[config.mk]
export PLATFORM = sky130hd
export DESIGN_NAME = burst_addr_gen
export DESIGN_NICKNAME = d
export VERILOG_FILES = /design/src/rtl/burst_addr_pkg.sv /design/src/rtl/bag_ctl_decode.sv /design/src/rtl/bag_order_map.sv /design/src/rtl/burst_addr_gen.sv
export SDC_FILE = /design/constraint.sdc
export NUM_CORES = 1
export LEC_CHECK = 0
export BUFFER_PORTS_ARGS = -buffer_cell sky130_fd_sc_hd__buf_2
export CAP_MARGIN = 20
export CORE_MARGIN = 5
export CORE_UTILIZATION = 49
export DETAILED_ROUTE_END_ITERATION = 8
export PLACE_DENSITY = 0.8
export SYNTH_ARGS = -nofsm -noshare
export SYNTH_HDL_FRONTEND = slang
export SYNTH_SLANG_ARGS = --single-unit
[constraint.sdc]
create_clock -name clk -period 3.14 [get_ports clk]
set_input_delay 0.628 -clock clk [delete_from_list [all_inputs] [get_ports clk]]
set_output_delay 0.628 -clock clk [all_outputs]
set_load 0.05 [all_outputs]
[src/rtl/burst_addr_pkg.sv]
package burst_addr_pkg;

    typedef enum logic [1:0] {
        OP_HOLD = 2'd0,
        OP_LOAD = 2'd1,
        OP_STEP = 2'd2
    } bag_op_e;

endpackage

[src/rtl/bag_ctl_decode.sv]
module bag_ctl_decode
    import burst_addr_pkg::*;
(
    input  logic    clk_en_n,
    input  logic    step_nload,
    input  logic    dev_sel,
    output bag_op_e op
);
    always_comb begin
        op = OP_HOLD;
        if (!clk_en_n) begin
            if (step_nload) begin
                op = OP_STEP;
            end else if (dev_sel) begin
                op = OP_LOAD;
            end
        end
    end
endmodule

[src/rtl/bag_order_map.sv]
module bag_order_map #(
    parameter int BEAT_W = 2
) (
    input  logic [BEAT_W-1:0] start,
    input  logic [BEAT_W-1:0] beat,
    input  logic              ilv,
    output logic [BEAT_W-1:0] lo
);
    logic [BEAT_W-1:0] xr;
    logic [BEAT_W-1:0] lin;

    for (genvar i = 0; i < BEAT_W; i++) begin : g_xor
        assign xr[i] = start[i] ^ beat[i];
    end

    assign lin = start + beat;
    assign lo  = ilv ? xr : lin;
endmodule

[src/rtl/burst_addr_gen.sv]
module burst_addr_gen
    import burst_addr_pkg::*;
#(
    parameter int ADDR_W = 17,
    parameter int BEAT_W = 2
) (
    input  logic              clk,
    input  logic              rst,
    input  logic              clk_en_n,
    input  logic              step_nload,
    input  logic              dev_sel,
    input  logic              order_ilv,
    input  logic [ADDR_W-1:0] addr_in,
    output logic [ADDR_W-1:0] word_addr
);
    localparam int HI_W = ADDR_W - BEAT_W;

    typedef struct packed {
        logic [HI_W-1:0]   hi;
        logic [BEAT_W-1:0] start;
        logic [BEAT_W-1:0] beat;
        logic              ilv;
    } st_t;

    st_t               st_d;
    st_t               st_q;
    bag_op_e           op;
    logic [BEAT_W-1:0] lo;

    bag_ctl_decode u_dec (
        .clk_en_n   (clk_en_n),
        .step_nload (step_nload),
        .dev_sel    (dev_sel),
        .op         (op)
    );

    always_comb begin
        st_d = st_q;
        case (op)
            OP_LOAD: begin
                st_d.hi    = addr_in[ADDR_W-1:BEAT_W];
                st_d.start = addr_in[BEAT_W-1:0];
                st_d.beat  = '0;
                st_d.ilv   = order_ilv;
            end
            OP_STEP: begin
                st_d.beat = st_q.beat + 1'b1;
            end
            default: ;
        endcase
    end

    always_ff @(posedge clk) begin
        if (rst) begin
            st_q <= '0;
        end else begin
            st_q <= st_d;
        end
    end

    bag_order_map #(.BEAT_W(BEAT_W)) u_map (
        .start (st_q.start),
        .beat  (st_q.beat),
        .ilv   (st_q.ilv),
        .lo    (lo)
    );

    assign word_addr = {st_q.hi, lo};
endmodule

Word-level counts from Yosys, hierarchy flattened
Index checks and enable logic that the tools add are counted.

cells by class
  add/sub/neg operators = 2
  eq/ne operators = 2
  multiplexer cells = 5
  bitwise gates (word level) = 2
  reductions and logical operators = 1

operator list
  cell                   number
  $mux W2                3
  $pmux W2 S2            1
  $add A2 B1 Y2 const B  1
  $add A2 B2 Y2          1
  $eq A2 B1 Y1 const B   1
  $eq A2 B2 Y1 const B   1
  $reduce_bool A2 Y1     1
  $xor A1 B1 Y1          2
  $mux W1                1

word-level totals
  register bits = 20
  input port bits = 23
  output and inout bits = 17
  word-level logic and storage cells = 16

Logic depth before layout (Yosys ltp)
  depth after elaboration = 5
  gate-level depth with buffers = 7
  gate-level depth less buffers = 7

Hierarchy
Synthesis repeated with hierarchy kept, for this count alone.

unflattened totals
  cell total of the unflattened synthesis = 92
  area total of the unflattened synthesis = 925.9 µm²

by module, submodules not included
  module          times used  cells an instance  area an instance (µm²)  seq. area each (µm²)
  burst_addr_gen  1           86                 870.8                   400.4
  bag_order_map   1           4                  36.3                    0.0
  bag_ctl_decode  1           2                  18.8                    0.0

Worst setup path before layout
OpenSTA, ideal clock, no wires.

  path type = reg2out
  start point = register st_q[1] in the netlist's numbering
  end point = output word_addr[1]
  data arrival time = 1.454 ns
  data required time = 2.512 ns
  path slack = 1.058 ns
  stages on the path, launching flop included = 4
  buffers on the path = 0
  cells stage by stage = dfxtp_1 -> ha_1 -> nor2b_1 -> xnor2_1

on the way
  longest elaborated chain between the ends = 2

RTL lines
  what                      line                  source
  start: declaration        burst_addr_gen.sv:26  st_t st_q;
  start signal: assignment  burst_addr_gen.sv:57  st_q <= st_d;
  $add A2 B2 Y2             bag_order_map.sv:16   assign lin = start + beat;
  $mux W2                   bag_order_map.sv:17   assign lo = ilv ? xr : lin;
  end: declaration          burst_addr_gen.sv:14  output logic [ADDR_W-1:0] word_addr

Every way passes these cells.

Worst setup path in the final report
Ends and elaborated chain as after synthesis.

==> impl_metrics.toml <==
[status]
outcome = "finished, final reports clean"

[place]
gp_congestion = 0.699
post-place-ws_ns = 1.31
buffer_ports.inserted = 39
dp_hpwl_um = 1310

[cells_and_area]
final_cell_mix = "39 x buf_2, 20 x nor2_1, 20 x dfxtp_1"
final_layout_size_suffix_gt1_share_pct = 37.3
mostFrequentLayoutCell = "buf_2"
fin_nets = 145
synthToLayoutAreaGrowth_pct = 14.6
diodes = 0
nFillCells = 176

[floorplanning]
start_util_pct = 52.6
rows = 15
dieArea_mm2 = 0.00286
coreArea_mm2 = 0.00176
die_w_um = 53.5
die_y_um = 53.5
ios = 40

[yosys]
yosys_warnings = 0
syn-cell-area_um2 = 928
yosysSeqAreaShare_pct = 43.1
synthCells = 93
synth_nets = 119
synth.avg_cell_area_um2 = 9.98
ys_ff_latch = 20
ys_types = 17

[critical_path]
path_cells = "ha_1, nor2b_1, xnor2_1, buf_2"
critPathTopFamily = "flip-flops"
worstPathRequired_ns = 2.51
startpoint = "st_q[1]$_SDFFE_PP0P_"
path_class = "flop to output port"
critPathMaxFanout = 5
cp_num_buf_inv = 1
cp_data_arrival_time_ns = 1.44
slowest_delay_ns = 0.43
startpoint_type = "flop"
cpMaxStageDelayCell = "dfxtp_1"
r2r_start = "st_q[1]$_SDFFE_PP0P_"
critical_path.endpoint_type = "output port"

[routing]
drt_iter0_drc = 9
dr.pass1.iters = 4
vias = 690
routed_wl_um = 1760
wl_per_cell_um = 12.3
via_per_inst = 4.83
drcViolationCount = 0
ant_nets = 0

[grt]
grt_use_total_pct = 13.6
grt_pass1_vias = 689
antenna_found_initial = 0
grt.overflow.total = 0
grt_max_degree = 21
grt_pass1_wl_um = 2790

[power]
p_seq_share_pct = 48.6
p_sw_uw = 128
internal_power_uw = 417
ir_drop_uv = 301
combPwrFrac_pct = 13.5
p_clk_share_pct = 37.9
powerDensity_mw_per_mm2 = 513
leakage_nw = 0.503
p_sw_share_pct = 23.5

[timing]
period_needed_ns = 2.07
grt_setup_unrepaired = "false"
setup_violations = 0
finalCritPeriodShare_pct = 65.8
setup_tns_ns = 0
hold_viol = 0
slew_violations = 0
skew_ns = 0.000292
worst_slew_pin_slew_ns = 0.346
clock.fmax_mhz = 484
maxSlewHeadroom_pct = 77.0
setup_slack_ns = 1.07

[clock_network]
cts_buffers = 3
worstSkewPairLatency_ns = 0.29
ctsHoldBuffers = 0
clockRootBuffer = "clkbuf_4"
cts_sinks = 20
h-tree-depth = 1
ctsResizeCount = 0
tritoncts = "built"
path_clk_slew_ns = 0.11
cts_setup_buffers = 0
ctsLongestPathBuffers = 2

[run]
maxCapViolations = 0

[hold_path]
worstHoldStart = "word_addr[16]$_SDFFE_PP0N_"
hp-class = "flop to flop"
-- worst register-to-register path, stage by stage (launching register included) --
cell and delay (ns):
dfxtp_1 0.43, nor2b_1 0.08, o21ai_0 0.17, a21oi_1 0.09
-- flip-flops by register name, indices dropped and copies added (netlist names) --
register,count
st_q,5
word_addr,15
-- routing by layer --
layer	wire (um)	track usage [%]	part of all wire, %	vias to the layer above
met5	0	0	0	-
met4	11	6.38	0.63	0
met3	136	3.10	7.7	2
met2	893	24.3	51	30
met1	718	15.1	41	320
li1	-	-	-	338
-- final timing paths --
| kind | endpoint | slack [ns] | cells after the start |
|---|---|---|---|
| max | word_addr[1] | 1.07 | 4 |
| min | word_addr[16]$_SDFFE_PP0N_ | 0.50 | 2 |
| max reg2reg | st_q[2]$_SDFFE_PP0P_ | 2.27 | 3 |
| min reg2reg | word_addr[16]$_SDFFE_PP0N_ | 0.50 | 2 |
-- layout make-up --
cell class / count / area, um^2 / area share, %
multi-input combinational: 52 / 369 / 34.7
clock inverter: 1 / 30.0 / 2.82
inverter: 2 / 7.51 / 0.706
clock buffer: 3 / 22.5 / 2.12
timing repair buffer: 40 / 203 / 19.1
tap: 25 / 31.3 / 2.94
sequential: 20 / 400 / 37.6
-- power by group through the flow --
stage	registers (mW)	logic, mW	clock network, mW
global placement	0.270	0.0720	0
floorplan	0.270	0.0606	0
finish	0.265	0.0737	0.207
global route	0.266	0.0803	0.226
CTS	0.265	0.0747	0.212
detailed placement	0.271	0.0740	0
-- cell families after synthesis --
family,after synthesis,synth area share (%)
AO/OA/AOI/OAI,3,1.62
AND/OR/NAND/NOR,26,12.8
buffers and inverters,21,17.1
adder cells (fa/ha/maj),3,4.04
XOR/XNOR,2,1.89
flip-flops,20,43.1
multiplexers,18,19.4
-- through the flow --
step	util [%]	area (um^2)	total power, mW	hold WS (ns)	std cells
after floorplan	-	928	0.330	0.461	93
after global placement	57.3	1010	0.342	0.468	139
after detailed placement	57.3	1010	0.345	0.475	139
after CTS	60.3	1060	0.552	0.505	143
after global routing	60.3	1060	0.572	0.543	143
final	60.3	1060	0.545	0.498	143
-- cell usage after synthesis (all sizes together) --
cell type  count  area share [%]
a21oi          2             1.1
and2           1            0.67
buf           17              15
clkbuf         2            0.81
dfxtp         20              43
ha             3             4.0
inv            2            0.81
mux2i         18              19
nand2b         1            0.67
nand4bb        1             1.2
nor2          20             8.1
nor2b          2             1.3
nor3b          1            0.81
o21ai          1            0.54
xnor2          2             1.9
Note: power is estimated with default switching activity, not from simulation.
